[src/rtl/pat101_pkg.sv]
package pat101_pkg;

  // group length for framed mode and the pattern being searched for
  localparam int unsigned GROUP_LEN = 3;
  localparam logic [GROUP_LEN-1:0] MATCH_PAT = 3'b101;

  // sliding-mode history states
  typedef enum logic [1:0] {
    SL_IDLE   = 2'd0,
    SL_GOT1   = 2'd1,
    SL_GOT10  = 2'd2
  } slide_state_e;

endpackage

[src/rtl/pat101_mode_latch.sv]
module pat101_mode_latch (
  input  logic clk,
  input  logic rst_n,
  input  logic mode_i,
  output logic mode_o,
  output logic armed_o
);

  logic mode_q, mode_d;
  logic armed_q, armed_d;

  // capture once, on the first edge after reset release
  always_comb begin
    mode_d  = mode_q;
    armed_d = armed_q;
    if (!armed_q) begin
      mode_d  = mode_i;
      armed_d = 1'b1;
    end
  end

  always_ff @(posedge clk or negedge rst_n) begin
    if (!rst_n) begin
      mode_q  <= 1'b0;
      armed_q <= 1'b0;
    end else begin
      mode_q  <= mode_d;
      armed_q <= armed_d;
    end
  end

  // before capture the live pin decides, afterwards the held copy
  assign mode_o  = armed_q ? mode_q : mode_i;
  assign armed_o = armed_q;

endmodule

[src/rtl/pat101_slide_fsm.sv]
module pat101_slide_fsm
  import pat101_pkg::*;
(
  input  logic clk,
  input  logic rst_n,
  input  logic en_i,
  input  logic bit_i,
  output logic match_o
);

  slide_state_e state_q, state_d;

  always_comb begin
    state_d = state_q;
    if (en_i) begin
      unique case (state_q)
        SL_IDLE:  state_d = bit_i ? SL_GOT1 : SL_IDLE;
        SL_GOT1:  state_d = bit_i ? SL_GOT1 : SL_GOT10;
        SL_GOT10: state_d = bit_i ? SL_GOT1 : SL_IDLE;
        default:  state_d = SL_IDLE;
      endcase
    end
  end

  always_ff @(posedge clk or negedge rst_n) begin
    if (!rst_n) state_q <= SL_IDLE;
    else        state_q <= state_d;
  end

  assign match_o = en_i && bit_i && (state_q == SL_GOT10);

endmodule

[src/rtl/pat101_group_chk.sv]
module pat101_group_chk
  import pat101_pkg::*;
#(
  parameter int unsigned LEN = GROUP_LEN,
  parameter logic [LEN-1:0] PAT = MATCH_PAT
) (
  input  logic clk,
  input  logic rst_n,
  input  logic en_i,
  input  logic bit_i,
  output logic match_o
);

  localparam int unsigned CW = $clog2(LEN);
  localparam logic [CW-1:0] LAST_POS = CW'(LEN - 1);

  logic [CW-1:0]  pos_q, pos_d;
  logic [LEN-2:0] hist_q, hist_d;
  logic [LEN-1:0] group;

  assign group = {hist_q, bit_i};

  always_comb begin
    pos_d  = pos_q;
    hist_d = hist_q;
    if (en_i) begin
      pos_d = (pos_q == LAST_POS) ? '0 : pos_q + 1'b1;
      if (LEN > 2) hist_d = {hist_q[LEN-3:0], bit_i};
      else         hist_d = bit_i;
    end
  end

  always_ff @(posedge clk or negedge rst_n) begin
    if (!rst_n) begin
      pos_q  <= '0;
      hist_q <= '0;
    end else begin
      pos_q  <= pos_d;
      hist_q <= hist_d;
    end
  end

  assign match_o = en_i && (pos_q == LAST_POS) && (group == PAT);

endmodule

[src/rtl/pat101_detector.sv]
module pat101_detector (
  input  logic clk,
  input  logic rst_n,
  input  logic frame_mode_i,
  input  logic bit_valid_i,
  input  logic bit_i,
  output logic hit_o
);

  logic mode_frame;
  logic mode_armed;
  logic slide_hit;
  logic group_hit;

  pat101_mode_latch u_mode (
    .clk     (clk),
    .rst_n   (rst_n),
    .mode_i  (frame_mode_i),
    .mode_o  (mode_frame),
    .armed_o (mode_armed)
  );

  pat101_slide_fsm u_slide (
    .clk     (clk),
    .rst_n   (rst_n),
    .en_i    (bit_valid_i),
    .bit_i   (bit_i),
    .match_o (slide_hit)
  );

  pat101_group_chk u_group (
    .clk     (clk),
    .rst_n   (rst_n),
    .en_i    (bit_valid_i),
    .bit_i   (bit_i),
    .match_o (group_hit)
  );

  assign hit_o = mode_frame ? group_hit : slide_hit;

endmodule

[config.mk]
export PLATFORM = sky130hd
export DESIGN_NAME = pat101_detector
export DESIGN_NICKNAME = d
export VERILOG_FILES = /design/src/rtl/pat101_pkg.sv /design/src/rtl/pat101_mode_latch.sv /design/src/rtl/pat101_slide_fsm.sv /design/src/rtl/pat101_group_chk.sv /design/src/rtl/pat101_detector.sv
export SDC_FILE = /design/constraint.sdc
export NUM_CORES = 1
export LEC_CHECK = 0
export BUFFER_PORTS_ARGS = -buffer_cell sky130_fd_sc_hd__buf_2
export CORE_AREA = 2 2 39 41
export CTS_BUF_LIST = sky130_fd_sc_hd__clkbuf_8
export DETAILED_ROUTE_END_ITERATION = 10
export DIE_AREA = 0 0 41 43
export HOLD_SLACK_MARGIN = 0.06
export PLACE_DENSITY = 0.41
export SETUP_SLACK_MARGIN = 0.3
export SLEW_MARGIN = 20
export SYNTH_ARGS = -nofsm -noshare
export SYNTH_HDL_FRONTEND = slang
export SYNTH_SLANG_ARGS = --single-unit
[constraint.sdc]
create_clock -name clk -period 1.01 [get_ports clk]
set_input_delay 0 -clock clk [delete_from_list [all_inputs] [get_ports clk]]
set_output_delay 0 -clock clk [all_outputs]
set_load 0.02 [all_outputs]
==> results.py <==
metrics = {
    "routing": {
        "avgViaCountPerCell": 4.220,
        "first_pass_iters": 4,
        "routedWlPerCell_um": 11.03,
        "drc_errors": 0,
        "finalWirelength_um": 651,
        "via_count": 249,
        "drt_iter0_drc": 6,
        "final_antenna_net_count": 0,
    },
    "die": {
        "placementRows": 14,
        "io_pins": 6,
        "core-area_um2": 1384,
        "fp.dieArea_um2": 1763,
        "die_h_um": 43,
        "initial_core_util": 0.2450,
        "die_w_um": 41,
    },
    "placed_design": {
        "placed_cells": 53,
        "placed_area_um2": 416.7,
        "numPortBuffers": 5,
        "gp_congestion": 0.6054,
        "pre_cts_ws_ns": -0.3192,
        "dpl.hpwl_um": 451.5,
    },
    "synthesis": {
        "ys_top_cells_by_area": "dfrtp_1, mux2i_1, o21ai_0, mux2_4, nand2b_1",
        "synthesis.area_um2": 339.1,
        "syn-num-nets": 35,
        "synthesis.instances": 30,
        "yosys_warnings": 0,
        "yosys.cell_types.count": 16,
        "synth_top_area_cell": "dfrtp_1",
        "ys_seq_area_frac": 0.5904,
        "syn_avg_cell_area_um2": 11.30,
        "synth_top_area_frac": 0.5904,
        "synth_seq_cells": 8,
    },
    "grt": {
        "grtUsageTotal": 0.09635,
        "grt_pass1_vias": 269,
        "antenna_found_initial": 0,
        "met1_usage": 0.1030,
        "grt_start_max_net_pins": 11,
        "gr-total-overflow": 0,
        "use_met2": 0.1438,
        "grt_pass1_wl_um": 1062,
        "use_met3": 0.03141,
        "top_usage_layer": "met2",
    },
    "cells_and_area": {
        "drive_gt1_frac": 0.4651,
        "multiInputGateArea_um2": 160.2,
        "regArea_um2": 200.2,
        "stdcell_area_um2": 525.5,
        "final_cells": 59,
        "num-nets-final": 50,
        "area.growth.synth_to_final_pct": 54.98,
        "nFillCells": 146,
        "num_antenna_cells": 0,
        "finalCoreUtilization": 0.3797,
    },
    "worst_setup_path": {
        "end_kind": "output pin",
        "crit_type": "reg2out",
        "crit_chain": "mux2_4, or3b_4, a21oi_4, buf_6",
        "cp-start-kind": "flop",
        "worstPathRequired_ns": 1.01,
        "critical_path.max_fanout": 2,
        "cp_top_family": "simple AND/OR/NAND/NOR gates",
        "cpPeakStageDelay_ns": 0.38,
        "cp_num_buf_inv": 1,
        "crit_slowest_cell": "or3b_4",
        "crit_arrival_ns": 1.53,
    },
    "clocking": {
        "cts-htree-levels": 1,
        "clkLatencyLatePin_ns": 0.23,
        "clock-sinks": 8,
        "cts_made_buffers": 3,
        "clk_pin_slew_ns": 0.04,
        "root_buffer": "clkbuf_8",
        "cts_tree": "built",
        "cts_buffer_depth": 2,
    },
    "min_path": {
        "holdCritPathClass": "in2reg",
    },
    "status": {
        "violations": "setup timing",
        "run_status": "finished, violations left",
    },
    "power_and_ir_drop": {
        "vdd_drop_max_mv": 0.8394,
        "p_leak_nw": 0.2455,
        "p_per_area_nw_per_um2": 1762,
        "p_total_uw": 926.1,
    },
    "timing": {
        "clock.fmax_mhz": 654.0,
        "tns_ns": -0.5280,
        "hold_ws_ns": 0.07794,
        "finalCriticalPeriod_ns": 1.529,
        "drv_slew": 0,
        "setup_viol": 2,
        "rsz0062_at_grt": "yes",
        "final_hold_viol_count": 0,
        "fin_skew_ns": 0.00006353,
        "setup_ws_ns": -0.5190,
        "post-route-period-util": 1.514,
    },
    "job": {
        "cap_violations": 0,
    },
}
[cell usage in the layout, fill, tap and decap left out, types with 2 or more instances in the layout]
cell type,count
clkbuf_8,3
mux2i_1,2
dfrtp_1,8
buf_6,4
dlygate4sd3_1,2
buf_2,4
inv_1,3
mux2_4,2
[cells in the mapped netlist]
master	instances
a21oi_1	1
clkbuf_1	1
conb_1	1
dfrtp_1	8
inv_1	3
mux2_2	1
mux2_4	1
mux2i_1	2
nand2_1	2
nand2b_1	2
nand3_1	1
nand3b_1	1
nand4_1	1
nor2b_1	1
o21ai_0	3
or3b_1	1
[worst min-delay path, cell delays in order]
cell and delay [ns]:
buf_2 0.09, nand2_1 0.09, o21ai_0 0.08
[per-layer routing]
layer  part of all wire  wire [um]
met5                  0          0
met4                  0          0
met3              0.055         36
met2               0.55        357
met1               0.39        257
[cell type report]
class                      instances  area share
clock buffer                       3     0.07857
inverter                           3     0.02143
multi-input combinational         18      0.3048
sequential                         8      0.3810
tap                               16     0.03810
timing repair buffer              11      0.1762
[repair_timing]
action,in CTS,in global routing
gates resized for setup,10,2
hold buffers,2,0
endpoints found under the setup margin,7,7
pin swaps,0,2
endpoints found under the hold margin,9,0
buffers inserted,1,0
[registers in the layout, indices dropped and copies added (netlist names)]
signal,flops
u_mode.mode_q,1
u_mode.armed_o,1
u_group.hist_q,2
u_group.pos_q,2
u_slide.state_q,2
[report_power, final]
group	leakage (nW)	total, mW	internal (mW)	switching (mW)
clock	0.0216	0.377	0.258	0.119
sequential	0.0980	0.385	0.363	0.0220
combinational	0.126	0.164	0.0964	0.0678
total	0.245	0.926	0.717	0.209
[path summary, 6_finish.rpt]
kind                              startpoint                  to  slack, ns  cells after the start
min reg2reg                u_group.hist_q[1]   u_group.hist_q[1]       0.51                      1
max                           u_mode.armed_o               hit_o      -0.52                      4
min                                    bit_i   u_group.hist_q[0]       0.08                      3
max reg2reg                   u_mode.armed_o       u_mode.mode_q      -0.01                      3
max in group asynchronous              rst_n      u_mode.armed_o       0.69                      2
min in group asynchronous              rst_n  u_slide.state_q[1]       0.14                      2
[cell families after synthesis]
group,share of synthesized area
other cells,0.01106
mux,0.1365
compound gates,0.05901
buf+inv,0.04427
flops,0.5904
simple gates,0.1587
Note: power is estimated with default switching activity, not from simulation.
